<file path="src/rtl/tsx_pkg.sv">
package tsx_pkg;
   // Quarter of the narrow wrap period, taken from the two top sample bits
   typedef enum logic [1:0] {
      REG_Q0 = 2'b00,
      REG_Q1 = 2'b01,
      REG_Q2 = 2'b10,
      REG_Q3 = 2'b11
   } region_t;
endpackage

</file>
<file path="src/rtl/tsx_epoch_track.sv">
module tsx_epoch_track
   import tsx_pkg::*;
#(
   parameter int NBIT    = 40,
   parameter int EPOCH_W = 32
) (
   input  logic               clk,
   input  logic               rst,
   input  logic               smp_acc_i,
   input  logic [NBIT-1:0]    smp_data_i,
   input  logic               ld_acc_i,
   input  logic [EPOCH_W-1:0] ld_epoch_i,
   input  region_t            ld_region_i,
   output logic [EPOCH_W-1:0] epoch_q,
   output region_t            last_q,
   output logic [EPOCH_W-1:0] epoch_use_o,
   output logic               stale_o
);
   region_t cur_region;
   logic    crossed;

   always_comb begin
      cur_region  = region_t'(smp_data_i[NBIT-1 -: 2]);
      stale_o     = (cur_region == REG_Q3) && (last_q == REG_Q0);
      crossed     = last_q[1] & ~cur_region[1];
      if (stale_o)
         epoch_use_o = epoch_q - 1'b1;
      else if (crossed)
         epoch_use_o = epoch_q + 1'b1;
      else
         epoch_use_o = epoch_q;
   end

   always_ff @(posedge clk) begin
      if (rst) begin
         epoch_q <= '0;
         last_q  <= REG_Q0;
      end else if (ld_acc_i) begin
         epoch_q <= ld_epoch_i;
         last_q  <= ld_region_i;
      end else if (smp_acc_i && !stale_o) begin
         epoch_q <= epoch_use_o;
         last_q  <= cur_region;
      end
   end
endmodule

</file>
<file path="src/rtl/tsx_compose.sv">
module tsx_compose #(
   parameter int NBIT    = 40,
   parameter int EPOCH_W = 32,
   parameter int OUT_W   = 64
) (
   input  logic               clk,
   input  logic               rst,
   input  logic               acc_i,
   input  logic [NBIT-1:0]    data_i,
   input  logic [EPOCH_W-1:0] epoch_i,
   input  logic               stale_i,
   output logic               valid_o,
   output logic [OUT_W-1:0]   time_o,
   output logic               stale_o
);
   localparam int CAT_W = EPOCH_W + NBIT;

   logic [CAT_W-1:0] cat;
   logic [OUT_W-1:0] wide;

   assign cat = {epoch_i, data_i};

   generate
      if (CAT_W >= OUT_W) begin : g_trunc
         assign wide = cat[OUT_W-1:0];
      end else begin : g_pad
         assign wide = {{(OUT_W-CAT_W){1'b0}}, cat};
      end
   endgenerate

   always_ff @(posedge clk) begin
      if (rst) begin
         valid_o <= 1'b0;
         time_o  <= '0;
         stale_o <= 1'b0;
      end else begin
         valid_o <= acc_i;
         if (acc_i) begin
            time_o  <= wide;
            stale_o <= stale_i;
         end
      end
   end
endmodule

</file>
<file path="src/rtl/tsx_self_timer.sv">
module tsx_self_timer #(
   parameter int SELF_PERIOD = 1024
) (
   input  logic clk,
   input  logic rst,
   input  logic hit_i,
   output logic req_o
);
   generate
      if (SELF_PERIOD == 0) begin : g_off
         assign req_o = 1'b0;
      end else begin : g_on
         localparam int CNT_W = $clog2(SELF_PERIOD + 1);
         localparam logic [CNT_W-1:0] LIM = CNT_W'(SELF_PERIOD);
         logic [CNT_W-1:0] cnt;
         always_ff @(posedge clk) begin
            if (rst || hit_i)
               cnt <= '0;
            else if (cnt != LIM)
               cnt <= cnt + 1'b1;
         end
         assign req_o = (cnt == LIM);
      end
   endgenerate
endmodule

</file>
<file path="src/rtl/tstamp_extend.sv">
module tstamp_extend
   import tsx_pkg::*;
#(
   parameter int NBIT        = 40,
   parameter int EPOCH_W     = 32,
   parameter int OUT_W       = 64,
   parameter int SELF_PERIOD = 1024
) (
   input  logic             clk,
   input  logic             rst,
   input  logic             smp_valid_i,
   output logic             smp_ready_o,
   input  logic [NBIT-1:0]  smp_data_i,
   input  logic             ld_valid_i,
   output logic             ld_ready_o,
   input  logic [OUT_W-1:0] ld_time_i,
   output logic             res_valid_o,
   output logic [OUT_W-1:0] res_time_o,
   output logic             res_stale_o,
   output logic             self_req_o
);
   generate
      if (NBIT < 3) begin : g_chk_nbit
         $error("tstamp_extend: NBIT must be at least 3");
      end
      if (NBIT >= OUT_W) begin : g_chk_out
         $error("tstamp_extend: NBIT must be below OUT_W");
      end
      if (EPOCH_W < 1) begin : g_chk_ep
         $error("tstamp_extend: EPOCH_W must be positive");
      end
      if (SELF_PERIOD < 0) begin : g_chk_per
         $error("tstamp_extend: SELF_PERIOD must not be negative");
      end
   endgenerate

   logic               smp_acc;
   logic [EPOCH_W-1:0] ld_epoch;
   region_t            ld_region;
   logic [EPOCH_W-1:0] epoch_q;
   region_t            last_q;
   logic [EPOCH_W-1:0] epoch_use;
   logic               stale;

   assign ld_ready_o  = 1'b1;
   assign smp_ready_o = ~ld_valid_i;
   assign smp_acc     = smp_valid_i & smp_ready_o;
   assign ld_epoch    = EPOCH_W'(ld_time_i >> NBIT);
   assign ld_region   = region_t'(ld_time_i[NBIT-1 -: 2]);

   tsx_epoch_track #(.NBIT(NBIT), .EPOCH_W(EPOCH_W)) u_trk (
      .clk         (clk),
      .rst         (rst),
      .smp_acc_i   (smp_acc),
      .smp_data_i  (smp_data_i),
      .ld_acc_i    (ld_valid_i),
      .ld_epoch_i  (ld_epoch),
      .ld_region_i (ld_region),
      .epoch_q     (epoch_q),
      .last_q      (last_q),
      .epoch_use_o (epoch_use),
      .stale_o     (stale)
   );

   tsx_compose #(.NBIT(NBIT), .EPOCH_W(EPOCH_W), .OUT_W(OUT_W)) u_cmp (
      .clk     (clk),
      .rst     (rst),
      .acc_i   (smp_acc),
      .data_i  (smp_data_i),
      .epoch_i (epoch_use),
      .stale_i (stale),
      .valid_o (res_valid_o),
      .time_o  (res_time_o),
      .stale_o (res_stale_o)
   );

   tsx_self_timer #(.SELF_PERIOD(SELF_PERIOD)) u_tmr (
      .clk   (clk),
      .rst   (rst),
      .hit_i (smp_acc),
      .req_o (self_req_o)
   );
endmodule

</file>
<file path="config.mk">
export PLATFORM = sky130hd
export DESIGN_NAME = tstamp_extend
export DESIGN_NICKNAME = d
export VERILOG_FILES = /design/src/rtl/tsx_pkg.sv /design/src/rtl/tsx_epoch_track.sv /design/src/rtl/tsx_compose.sv /design/src/rtl/tsx_self_timer.sv /design/src/rtl/tstamp_extend.sv
export SDC_FILE = /design/constraint.sdc
export NUM_CORES = 1
export LEC_CHECK = 0
export BUFFER_PORTS_ARGS = -buffer_cell sky130_fd_sc_hd__buf_2
export CORE_MARGIN = 10
export CORE_UTILIZATION = 53
export CTS_CLUSTER_DIAMETER = 30
export CTS_CLUSTER_SIZE = 24
export DETAILED_ROUTE_END_ITERATION = 8
export PLACE_DENSITY = 0.81
export SLEW_MARGIN = 20
export SYNTH_ARGS = -nofsm -noshare
export SYNTH_HDL_FRONTEND = slang
export SYNTH_HIERARCHICAL = 1
export SYNTH_SLANG_ARGS = --single-unit
</file>
<file path="constraint.sdc">
create_clock -name clk -period 3.1 [get_ports clk]
set_clock_uncertainty 0.05 [all_clocks]
set_input_delay 0.62 -clock clk [delete_from_list [all_inputs] [get_ports clk]]
set_output_delay 0.62 -clock clk [all_outputs]
set_load 0.02 [all_outputs]
</file>
==> impl_metrics.toml <==
[route]
drt-total-wl_um = 14300
num_vias = 4726
route.met2.wl_um = 7203
wirelength_met1_um = 6034
drtAntennaViolNets = 0
drt_iter0_markers = 283
drc = 0
met3_wirelength_um = 821
vias_per_cell = 5.620
firstDrtPassIters = 5
highest_layer = "met4"
avgRoutedWirePerCell_um = 17.00

[cells_and_area]
n_antenna_cell = 0
fill_cells = 870
multiInputGateArea_mm2 = 0.002920
synthToLayoutAreaGrowth_pct = 14.94
nets = 815
drive_gt1_frac = 0.2627
fin_cells = 841
regArea_mm2 = 0.002062

[sta]
period_share = 0.8794
finalSetupViolations = 0
worst_slew_pin_slew_ps = 595.7
hold_viol_final = 0
slew_violations = 0
period_minus_slack_ps = 2726
rsz0062_at_grt = "no"
maxSlewHeadroom = 0.5992
max_freq_mhz = 366.8
setup-tns-final_ps = 0

[synthesis]
syn_area_mm2 = 0.005359
ys_warn_count = 6
synth_area_per_cell_um2 = 8.902
synth_fp_nets = 714
synthCells = 602

[worst_setup_path]
path_buf_inv = 2
end_kind = "primary output"
cp.arrival_ps = 2060
r2r_slack_ps = 480
crit_cells = 5
r2r-start = "u_trk/epoch_q[0]$_SDFFE_PP0P_"
cp_slowest_cell = "or4b_4"
r2r_cells = 7
crit_type = "flip-flop to primary output"
crit_start = "u_tmr/g_on.cnt[0]$_SDFFE_PP0P_"
crit_chain = "inv_1 -> ha_1 -> or4b_4 -> nor4_4 -> buf_2"
crit_path_max_fanout = 4
cpPeakStageDelay_ps = 490
cpLargestDelayFamily = "simple AND/OR/NAND/NOR gates"
r2r-end = "u_trk/epoch_q[18]$_SDFFE_PP0P_"
critPathRequiredTime_ps = 2430
startpoint_type = "flip-flop"

[outcome]
status = "complete, no violations"

[die]
start_util = 0.5457
die_x_um = 120.6
design.die.area_mm2 = 0.01453
core_mm2 = 0.009819
die_y_um = 120.6
num_io_pins = 177
rows = 36

[clock_network]
clkSinkCount = 103
clk_latency_ps = 380
cts_buffers = 9
root_buffer = "clkbuf_8"
htreeDepth = 3
path_clk_slew_ps = 110
ctsResizeCount = 0
postCtsSetupBuffers = 0
ctsHoldBuffers = 0
clockBufferDepth = 2
cts_tree = "built"

[placement]
dp.cells = 825
gp_congestion = 0.9151
portBuffers = 137
dpl.hpwl_um = 10670

[global_route]
grt_start_max_net_pins = 38
antenna_found_initial = 0
grt_pass1_wl_um = 23260
grt_pass1_vias = 4710
grt_usage = 0.1925
grt_overflow = 0

[flow_run]
maxCapViolations = 0

[pwr]
p_leak_uw = 0.002591
power.density_mw_per_mm2 = 441.9
peakVddDrop_mv = 0.2766

[worst_hold_path]
min_to = "u_cmp/time_o[18]$_SDFFE_PP0P_"
hold_depth = 3
hold_path.startpoint = "smp_data_i[18]"
holdCritPathClass = "input pin to flip-flop"
## worst max path at each step
| stage | to | slack (ps) |
|---|---|---|
| finish | self_req_o | 370 |
| global route | self_req_o | 240 |
| CTS | self_req_o | 340 |
| detailed placement | u_trk/epoch_q[18]$_SDFFE_PP0P_ | 350 |
| global placement | u_trk/epoch_q[18]$_SDFFE_PP0P_ | 460 |
| floorplan | u_trk/epoch_q[21]$_SDFFE_PP0P_ | 800 |
## through the flow
stage | setup slack (ps) | power, uW | hold WS, ps | area, um^2 | util
floorplan | 798.4 | 1790 | 393.9 | 5359 | -
global route | 238.7 | 2850 | 405.3 | 6160 | 0.6273
CTS | 344.8 | 2740 | 409.7 | 6160 | 0.6273
finish | 374.0 | 2722 | 418.7 | 6160 | 0.6273
global placement | 463.8 | 1905 | 415.1 | 5969 | 0.6079
detailed placement | 350.8 | 1922 | 423.4 | 5969 | 0.6079
## worst min-delay path, stage by stage
cell and delay, ps:
buf_2 80, mux2i_1 50, nor2_1 70
## cell type report
class	instances	share of cell area
Clock buffer	10	0.02234
Sequential cell	103	0.3348
Multi-Input combinational cell	427	0.4741
Clock inverter	6	0.008531
Timing Repair Buffer	148	0.1247
Tap cell	133	0.02702
Inverter	14	0.008531
## where the power goes
group | switching (uW) | internal [uW]
clock network | 501 | 327
registers | 69.7 | 1380
logic | 253 | 186
total | 824 | 1900
## layer usage
metal | global-route usage | up-vias
met1 | 0.2281 | 2253
met4 | 0.06486 | 0
met2 | 0.3331 | 141
li1 | - | 2314
met3 | 0.04653 | 18
met5 | 0 | -
## placed cells by master (no fill, tap or decap), types with 3 or more instances in the layout
cell	count
and4_1	4
buf_2	137
and3_1	11
a21oi_1	17
inv_1	13
nor2_1	102
clkbuf_8	10
a211oi_1	11
and2_1	3
a2111oi_1	3
or2_2	3
o21ai_0	12
xor2_1	12
nor4_1	7
nand2_1	28
nand4b_1	3
mux2i_1	69
nand3_1	16
nand4_1	14
buf_4	11
nor3_1	13
a311oi_1	4
dfxtp_1	103
xnor2_1	24
or3_1	11
a311o_1	4
or4_1	6
ha_1	4
## flip-flops by register name (all words and copies together) (netlist names)
name,cells
u_cmp/valid_o,1
u_trk/epoch_q,24
u_cmp/stale_o,1
u_cmp/time_o,64
u_tmr/g_on.cnt,11
u_trk/last_q,2
Note: power is estimated with default switching activity, not from simulation.
